<file path="config.mk">
export PLATFORM = sky130hd
export DESIGN_NAME = pwm_out_conditioner
export DESIGN_NICKNAME = d
export VERILOG_FILES = /design/src/rtl/pwmc_pkg.sv /design/src/rtl/pwmc_cfg_regs.sv /design/src/rtl/pwmc_min_filter.sv /design/src/rtl/pwmc_skew.sv /design/src/rtl/pwm_out_conditioner.sv
export SDC_FILE = /design/constraint.sdc
export NUM_CORES = 1
export LEC_CHECK = 0
export ABC_AREA = 1
export BUFFER_PORTS_ARGS = -buffer_cell sky130_fd_sc_hd__buf_2
export CAP_MARGIN = 20
export CORE_MARGIN = 3
export CORE_UTILIZATION = 60
export DETAILED_ROUTE_END_ITERATION = 10
export PLACE_DENSITY = 0.81
export SLEW_MARGIN = 15
export SYNTH_ARGS = -nofsm -noshare
export SYNTH_HDL_FRONTEND = slang
export SYNTH_HIERARCHICAL = 1
export SYNTH_SLANG_ARGS = --single-unit
</file>
<file path="constraint.sdc">
create_clock -name clk -period 2.1 [get_ports clk]
set_input_delay 0.315 -clock clk [delete_from_list [all_inputs] [get_ports clk]]
set_output_delay 0.315 -clock clk [all_outputs]
set_load 0.02 [all_outputs]
</file>
<file path="src/rtl/pwmc_pkg.sv">
`timescale 1ns/1ps
package pwmc_pkg;
  localparam int REG_W = 8;

  typedef enum logic {
    SEL_MINW = 1'b0,
    SEL_SKEW = 1'b1
  } cfg_sel_e;

  // A zero minimum behaves as a one-cycle minimum (plain register stage).
  function automatic logic [15:0] eff_limit(input logic [15:0] m);
    return (m == 16'd0) ? 16'd1 : m;
  endfunction

  // True when the run seen so far, counting this cycle, meets the limit.
  function automatic logic run_done(input logic [15:0] cnt, input logic [15:0] lim);
    return (cnt + 16'd1) >= lim;
  endfunction
endpackage

</file>
<file path="src/rtl/pwmc_cfg_regs.sv">
`timescale 1ns/1ps
module pwmc_cfg_regs #(
  parameter int MINW_W = 5,
  parameter int SKEW_W = 3,
  parameter int CHD_W  = 5
) (
  input  logic              clk,
  input  logic              rst_n,
  input  logic              pdn,
  input  logic              wr,
  input  logic              addr,
  input  logic [7:0]        wdata,
  output logic [7:0]        rdata,
  output logic [MINW_W-1:0] minw_q,
  output logic [SKEW_W-1:0] skew_q
);
  import pwmc_pkg::*;
  localparam int PAD_W = pwmc_pkg::REG_W - MINW_W;

  logic [CHD_W-1:0] chd_q;
  logic             wr_minw, wr_skew;

  assign wr_minw = wr && pdn && (cfg_sel_e'(addr) == SEL_MINW);
  assign wr_skew = wr && pdn && (cfg_sel_e'(addr) == SEL_SKEW);

  always_ff @(posedge clk or negedge rst_n) begin
    if (!rst_n) begin
      minw_q <= '0;
      skew_q <= '0;
      chd_q  <= '0;
    end else begin
      if (wr_minw) minw_q <= wdata[MINW_W-1:0];
      if (wr_skew) begin
        skew_q <= wdata[CHD_W +: SKEW_W];
        chd_q  <= wdata[CHD_W-1:0];
      end
    end
  end

  always_comb begin
    if (cfg_sel_e'(addr) == SEL_MINW) rdata = {{PAD_W{1'b0}}, minw_q};
    else                              rdata = {skew_q, chd_q};
  end

  assert_ignore_write_R3: assert property (@(posedge clk) disable iff (!rst_n)
    (wr && !pdn) |=> ($stable(minw_q) && $stable(skew_q) && $stable(chd_q)));

  assert_take_minw_R2: assert property (@(posedge clk) disable iff (!rst_n)
    (wr && pdn && !addr) |=> (minw_q == $past(wdata[MINW_W-1:0])));
endmodule

</file>
<file path="src/rtl/pwmc_min_filter.sv">
`timescale 1ns/1ps
module pwmc_min_filter #(
  parameter int MINW_W = 5
) (
  input  logic              clk,
  input  logic              rst_n,
  input  logic              pdn,
  input  logic [MINW_W-1:0] minw,
  input  logic              din,
  output logic              dout
);
  import pwmc_pkg::*;

  logic [MINW_W-1:0] cnt_q;
  logic [15:0]       limit;
  logic              differs;
  logic              flip;

  assign limit   = eff_limit({{(16-MINW_W){1'b0}}, minw});
  assign differs = (din != dout);
  assign flip    = differs && run_done({{(16-MINW_W){1'b0}}, cnt_q}, limit);

  always_ff @(posedge clk or negedge rst_n) begin
    if (!rst_n) begin
      cnt_q <= '0;
      dout  <= 1'b0;
    end else if (pdn) begin
      cnt_q <= '0;
      dout  <= 1'b0;
    end else if (!differs) begin
      cnt_q <= '0;
    end else if (flip) begin
      cnt_q <= '0;
      dout  <= din;
    end else begin
      cnt_q <= cnt_q + 1'b1;
    end
  end

  assert_cnt_bound_R6: assert property (@(posedge clk) disable iff (!rst_n)
    !pdn |-> ({{(16-MINW_W){1'b0}}, cnt_q} < limit));

  assert_flip_follows_R7: assert property (@(posedge clk) disable iff (!rst_n)
    (!pdn && flip) |=> (dout == $past(din)));

  assert_pdn_clear_R4: assert property (@(posedge clk) disable iff (!rst_n)
    pdn |=> (cnt_q == '0 && !dout));
endmodule

</file>
<file path="src/rtl/pwmc_skew.sv">
`timescale 1ns/1ps
module pwmc_skew #(
  parameter int SKEW_W = 3
) (
  input  logic              clk,
  input  logic              rst_n,
  input  logic              pdn,
  input  logic [SKEW_W-1:0] skew,
  input  logic              cond,
  output logic              p,
  output logic              n
);
  localparam int DEPTH = (1 << SKEW_W) - 1;

  logic [DEPTH-1:0] sr_q;
  logic             tap;

  always_ff @(posedge clk or negedge rst_n) begin
    if (!rst_n)   sr_q <= '0;
    else if (pdn) sr_q <= '0;
    else          sr_q <= {sr_q[DEPTH-2:0], cond};
  end

  always_comb begin
    tap = cond;
    for (int i = 0; i < DEPTH; i++) begin
      if (skew == SKEW_W'(i + 1)) tap = sr_q[i];
    end
  end

  assign p = !pdn && cond;
  assign n = !pdn && !tap;

  assert_skew_one_R8: assert property (@(posedge clk) disable iff (!rst_n)
    (!pdn && $past(!pdn) && skew == SKEW_W'(1)) |-> (n == !$past(cond)));
endmodule

</file>
<file path="src/rtl/pwm_out_conditioner.sv">
`timescale 1ns/1ps
module pwm_out_conditioner #(
  parameter int NUM_CH = 4,
  parameter int MINW_W = 5,
  parameter int SKEW_W = 3,
  parameter int CHD_W  = 5
) (
  input  logic              clk,
  input  logic              rst_n,
  input  logic              pdn,
  input  logic              cfg_wr,
  input  logic              cfg_addr,
  input  logic [7:0]        cfg_wdata,
  output logic [7:0]        cfg_rdata,
  input  logic [NUM_CH-1:0] pwm_in,
  output logic [NUM_CH-1:0] pwm_p,
  output logic [NUM_CH-1:0] pwm_n
);
  logic [MINW_W-1:0] minw;
  logic [SKEW_W-1:0] skew;
  logic [NUM_CH-1:0] cond;

  pwmc_cfg_regs #(.MINW_W(MINW_W), .SKEW_W(SKEW_W), .CHD_W(CHD_W)) u_cfg (
    .clk(clk), .rst_n(rst_n), .pdn(pdn), .wr(cfg_wr), .addr(cfg_addr),
    .wdata(cfg_wdata), .rdata(cfg_rdata), .minw_q(minw), .skew_q(skew)
  );

  for (genvar c = 0; c < NUM_CH; c++) begin : g_ch
    pwmc_min_filter #(.MINW_W(MINW_W)) u_filt (
      .clk(clk), .rst_n(rst_n), .pdn(pdn), .minw(minw),
      .din(pwm_in[c]), .dout(cond[c])
    );
    pwmc_skew #(.SKEW_W(SKEW_W)) u_skew (
      .clk(clk), .rst_n(rst_n), .pdn(pdn), .skew(skew),
      .cond(cond[c]), .p(pwm_p[c]), .n(pwm_n[c])
    );
  end

  assert_pdn_quiet_R4: assert property (@(posedge clk) disable iff (!rst_n)
    pdn |-> (pwm_p == '0 && pwm_n == '0));

  assert_no_skew_R8: assert property (@(posedge clk) disable iff (!rst_n)
    (!pdn && skew == '0) |-> (pwm_n == ~pwm_p));
endmodule

</file>
==> results of run 1 <==
[flip-flops by register name, summed over array words and instances, names as in the netlist]
register and flops:
g_ch.u_filt/cnt_q 20, u_cfg/minw_q 5, u_cfg/skew_q 3, g_ch.u_filt/dout 4, u_cfg/chd_q 5, g_ch.u_skew/sr_q 28
[critical path, delay by kind of cell (launching register included)]
kind / cells / cell delay, ns
buffers and inverters: 3 / 0.37
DFF: 1 / 0.47
AOI/OAI and AO/OA: 2 / 0.18
and+or+nand+nor: 6 / 0.42
[stage by stage]
step	total power, uW	hold WS, ns	utilization	instance area, um2
final	3990	0.231	0.723	4620
after global routing	4270	0.218	0.723	4620
after CTS	3940	0.207	0.709	4530
after detailed placement	2830	0.361	0.670	4280
after global placement	2760	0.357	0.670	4280
after floorplan	2470	0.0194	-	3970
[final timing paths]
check | to | slack [ns] | cells after the start
setup / recovery | pwm_n[0] | -0.0006 | 11
hold / removal | u_cfg/skew_q[2]$_DFFE_PN0P_ | 0.23 | 3
setup reg to reg | g_ch[1].u_filt/cnt_q[4]$_DFF_PN0_ | 0.20 | 9
hold reg to reg | g_ch[0].u_skew/sr_q[5]$_DFF_PN0_ | 0.48 | 2
max in group asynchronous | u_cfg/skew_q[1]$_DFFE_PN0P_ | 0.94 | 3
min in group asynchronous | g_ch[0].u_filt/cnt_q[3]$_DFF_PN0_ | 0.52 | 2
[logic make-up (layout without fill, tap and decap cells)]
group                      after synthesis  in the layout  share of synthesized area
and+or+nand+nor                        273            273                      0.316
DFF                                     65             65                      0.410
xor gates and xnor gates                12             12                     0.0265
adders and majority gates               24             24                     0.0756
AOI/OAI and AO/OA                       36             36                     0.0599
buffers and inverters                  116            173                      0.112
[per-layer routing]
layer | GRT usage | wire [um] | vias to the layer above | share of wire
met5 | 0 | 0 | - | 0
met4 | 0.0711 | 119 | 0 | 0.013
li1 | - | - | 1762 | -
met3 | 0.0728 | 483 | 12 | 0.054
met2 | 0.433 | 4480 | 87 | 0.50
met1 | 0.303 | 3850 | 1701 | 0.43
[repair_timing]
item / in CTS / in global routing
resized for setup: 9 / 27
endpoints found under the hold margin: 24 / 0
buffers inserted: 5 / 1
hold buffers: 1 / 0
setup endpoints to repair: 4 / 4
pin swaps: 0 / 4
[layout make-up]
cell class	count	area share
timing repair buffer	50	0.0767
clock inverter	3	0.00867
inverter	107	0.0918
clock buffer	13	0.0322
tap	77	0.0209
sequential	65	0.352
multi-input combinational	345	0.417
[placed cells by master (no fill, tap or decap), types with 2 or more instances in the layout]
cell type,n
nand2_1,113
inv_1,95
nor2_1,78
dfrtp_1,64
buf_2,28
nand3_1,26
ha_1,24
nand4_1,20
nand3_2,14
a21oi_1,13
buf_4,11
clkbuf_8,10
buf_6,9
xor2_1,8
nand2_2,5
inv_4,5
inv_2,5
nor3_1,5
xnor2_1,4
a41o_1,4
nor2_2,4
o21ai_0,4
nand4_2,4
a31oi_1,4
a21oi_2,4
clkbuf_1,3
nor3_2,3
o211ai_1,3
o21bai_1,3
clkinv_2,2
inv_6,2
[power by group]
part / switching, uW / internal (uW) / leakage, uW
registers: 143 / 1380 / 0.000879
logic: 877 / 536 / 0.00146
clock network: 470 / 578 / 0.0000974
==> results.cfg, run 1 <==
[outcome]
outcome = finished, violations left
violations = setup timing

[logic_synthesis]
synth_common_cells = nand2_1 (114), inv_1 (99), nor2_1 (79)
syn_area_mm2 = 0.00397
avgSynthCellArea_um2 = 7.55
synth_edf_count = 0
synth_top_flop_cell = dfrtp_1
synth_nets = 567
syn_inst = 526
yosys.area.top_type_share = 0.410
synthArstFlopShare = 1.00
ys_seq_area_frac = 0.410
ys_ff_latch = 65
netlist_top_cells_area = dfrtp_1 (41%), nand2_1 (11%), inv_1 (9.4%)
ys_types = 27
ys.warnings.count = 6
synthMostInstantiatedCell = nand2_1
synth_top_cell_by_area = dfrtp_1

[sta]
maxSlewViolCount = 0
hold_viol_final = 0
min_period_over_period = 1.00
skew_ns = 0.00656
tns_ns = -0.000604
fmax_mhz = 476
period_needed_ns = 2.10
worst_pin_slew_ns = 0.621
finalSetupViolCount = 1
slew_headroom = 0.586
rsz0062_at_grt = true
setup_ws_ns = -0.000604

[global_route]
grt_pass1_vias = 3396
grt_antenna_before_repair = 0
grt_max_degree = 42
grt_pass1_wl_mm = 15.0
grt_overflow_total = 0
track_usage = 0.251

[route]
drc = 0
drt_iter0_markers = 256
wirelength_mm = 8.94
wl_per_cell_um = 13.5
viasPerCell = 5.40
drtPass1Iterations = 5
vias = 3562
ant_nets = 0

[cts]
cts_tree = yes
cts.path.max_buffers = 2
cts_root_buf = clkbuf_8
clock_latency_ns = 0.35
htreeDepth = 3
clkTransAtPathRegs_ns = 0.07
numCtsBuffers = 9
cts_sinks = 65

[final_layout]
fin_cells = 660
syn_to_final_growth_pct = 16.3
final-seq-area_mm2 = 0.00163
antenna_cells = 0
fillers = 491
multi_input_area_mm2 = 0.00193
drive_above_1_share = 0.189
final_nets = 619

[critical_path]
crit_path_cell_trace = buf_4 > inv_4 > nand2_2 > nor2_4 > a21oi_1 > nand2_1 > nand2_1 > nand2_1 > nand2_1 > a21oi_2 > buf_6
worst_setup_path_start_kind = register
path_class = register to output pin
critPathCaptureType = output pin
critPathArrivalTime_ns = 1.79
worstReg2RegStart = g_ch[1].u_filt/cnt_q[0]$_DFF_PN0_
cp_common_cell = nand2_1
path_max_fanout = 6
cpPeakStageDelay_ns = 0.47
cp_slowest_cell = dfrtp_2
worstPathRequired_ns = 1.78
crit_start = u_cfg/skew_q[1]$_DFFE_PN0P_

[placed_design]
place_inst = 637
pre_cts_ws_ns = 0.0749
dp.final_hpwl_mm = 6.23
portBuffers = 32
gp_congestion = 0.854

[floorplan]
die_area_mm2 = 0.00763
start_util = 0.622
io_pins = 33
dieWidth_um = 87.4
core-area_mm2 = 0.00639
die_h_um = 87.4
fp-row-count = 29

[pwr]
powerDensity_mw_per_mm2 = 863
leakagePower_uw = 0.00244
vdd_drop_max_uv = 516

[min_path]
hp-class = input pin to register
worstHoldStart = cfg_wdata[7]

[job]
maxCapViolations = 0
No activity file was read; power rests on OpenSTA's default activity.
==> run 2, diff against run 1 <==
--- a/config.mk
+++ b/config.mk
@@ -9,9 +9,9 @@
 export BUFFER_PORTS_ARGS = -buffer_cell sky130_fd_sc_hd__buf_2
 export CAP_MARGIN = 20
 export CORE_MARGIN = 3
-export CORE_UTILIZATION = 60
+export CORE_UTILIZATION = 55
 export DETAILED_ROUTE_END_ITERATION = 10
-export PLACE_DENSITY = 0.81
+export PLACE_DENSITY = 0.74
 export SLEW_MARGIN = 15
 export SYNTH_ARGS = -nofsm -noshare
 export SYNTH_HDL_FRONTEND = slang
==> run 2 against run 1 <==
Via count decreased by 3.2%. Flip-flop and latch count is the same. Clock skew up 0.0023 ns. Largest power group unchanged. The run still ends with setup timing left. Wire length decreased by 5.3%. Total power decreased by 0.71%. Critical endpoint is now pwm_n[3].
==> results.cfg, run 2 (synthesized netlist as in run 1, its figures left out) <==
[global_route]
grt_antenna_before_repair = 0
grt_use_met2 = 0.366
grt_max_degree = 66
met1_usage = 0.289
busiest_layer = met2
grt_pass1_wl_mm = 15.0
grt_pass1_vias = 3399
use_met3 = 0.0365
grt_overflow_total = 0
track_usage = 0.221

[placed_design]
dp.final_hpwl_mm = 6.14
portBuffers = 32
pre_cts_ws_ns = 0.117
gp_congestion = 0.890
place_inst = 655

[route]
wirelength_mm = 8.47
ant_nets = 0
viasPerCell = 5.07
drc = 0
wl_per_cell_um = 12.4
drtPass1Iterations = 4
vias = 3449
drt_iter0_markers = 181

[pwr]
leakagePower_uw = 0.00243
powerDensity_mw_per_mm2 = 863
vdd_drop_max_uv = 618

[critical_path]
critPathCapture = pwm_n[3]
crit_cells = 9
crit_path_cell_trace = buf_2 > buf_4 > a31oi_1 > nand2_1 > nand2_1 > nand2_1 > nand2_1 > a21oi_2 > buf_4
critPathBufInv = 3
critPathTopFamily = buffers and inverters
path_max_fanout = 7
critPathCaptureType = output pin
path_class = register to output pin
critPathArrivalTime_ns = 1.79
cpPeakStageDelay_ns = 0.49
cp_common_cell = nand2_1
worst_setup_path_start_kind = register
reg2reg_setup_slack_ns = 0.21
rr_endpoint = g_ch[3].u_filt/cnt_q[2]$_DFF_PN0_
reg2reg_depth = 10
worstReg2RegStart = g_ch[3].u_filt/cnt_q[0]$_DFF_PN0_
worstPathRequired_ns = 1.78
crit_start = u_cfg/skew_q[2]$_DFFE_PN0P_
cp_slowest_cell = dfrtp_2

[floorplan]
start_util = 0.575
io_pins = 33
dieWidth_um = 91.0
core-area_mm2 = 0.00691
fp-row-count = 30
die_area_mm2 = 0.00828
die_h_um = 91.0

[sta]
maxSlewViolCount = 0
tns_ns = -0.00474
hold_viol_final = 0
finalSetupViolCount = 1
worst_pin_slew_ns = 0.482
slew_headroom = 0.679
setup_ws_ns = -0.00474
skew_ns = 0.00886
fin_hold_ws_ns = 0.217
min_period_over_period = 1.00
fmax_mhz = 475
rsz0062_at_grt = true
period_needed_ns = 2.10

[cts]
clkTransAtPathRegs_ns = 0.08
cts_tree = yes
cts.path.max_buffers = 2
htreeDepth = 3
clock_latency_ns = 0.34
cts_root_buf = clkbuf_8
numCtsBuffers = 9
cts_sinks = 65

[final_layout]
fillers = 626
reg_top3 = g_ch.u_skew/sr_q x28, g_ch.u_filt/cnt_q x20
syn_to_final_growth_pct = 15.6
fin_cells = 680
largest_reg_flops = 28
layout_commonest_cell = nand2_1
drive_above_1_share = 0.187
antenna_cells = 0
final_nets = 620
final_cell_mix = nand2_1 (114), inv_1 (96), nor2_1 (79)
registers.top_by_ff_count = g_ch.u_skew/sr_q

[outcome]
violations = setup timing
outcome = finished, violations left

[job]
maxCapViolations = 0

[min_path]
hp-class = input pin to register
run 2: report_power, final:
part	switching (uW)	total (uW)	internal, uW
clock	508	1090	582
combinational	828	1340	512
sequential	146	1530	1380
total	1480	3960	2480
run 2: how the worst min path moves through the flow:
stage,cells past startpoint,endpoint,from
after floorplan,0,g_ch[0].u_filt/cnt_q[0]$_DFF_PN0_,rst_n
after global placement,2,g_ch[0].u_filt/cnt_q[3]$_DFF_PN0_,rst_n
after detailed placement,2,g_ch[0].u_filt/cnt_q[3]$_DFF_PN0_,rst_n
after CTS,3,u_cfg/skew_q[1]$_DFFE_PN0P_,cfg_wdata[6]
after global routing,3,u_cfg/skew_q[0]$_DFFE_PN0P_,cfg_wdata[5]
final,3,u_cfg/skew_q[1]$_DFFE_PN0P_,cfg_wdata[6]
run 2: layer usage:
layer	routed length, um	vias to the layer above
li1	-	1767
met1	3880	1603
met2	4050	67
met3	385	12
met4	144	0
met5	0	-
run 2: cell type report:
type | instances | area [um2] | share of cell area
clock buffer | 10 | 138 | 0.0300
clock inverter | 6 | 67.6 | 0.0147
inverter | 107 | 402 | 0.0875
multi-input combinational | 345 | 1900 | 0.413
sequential | 65 | 1630 | 0.355
tap | 96 | 120 | 0.0262
timing repair buffer | 51 | 335 | 0.0730
run 2: through the flow:
stage	utilization	instance area, um2	total power, uW
detailed placement	0.624	4310	2840
global placement	0.624	4310	2770
CTS	0.663	4580	3980
floorplan	-	3970	2470
global route	0.665	4590	4260
finish	0.665	4590	3960
run 2: repair_timing:
item	CTS	global route
setup endpoints to repair	4	4
resized for setup	9	1
pin swaps	0	0
hold endpoints to repair	65	0
buffers inserted	6	2
hold buffers	1	0
run 2: tightest hold or removal path, cell delays in order:
cell and delay [ns]:
buf_2 0.09, nand4_1 0.08, nand2_1 0.05
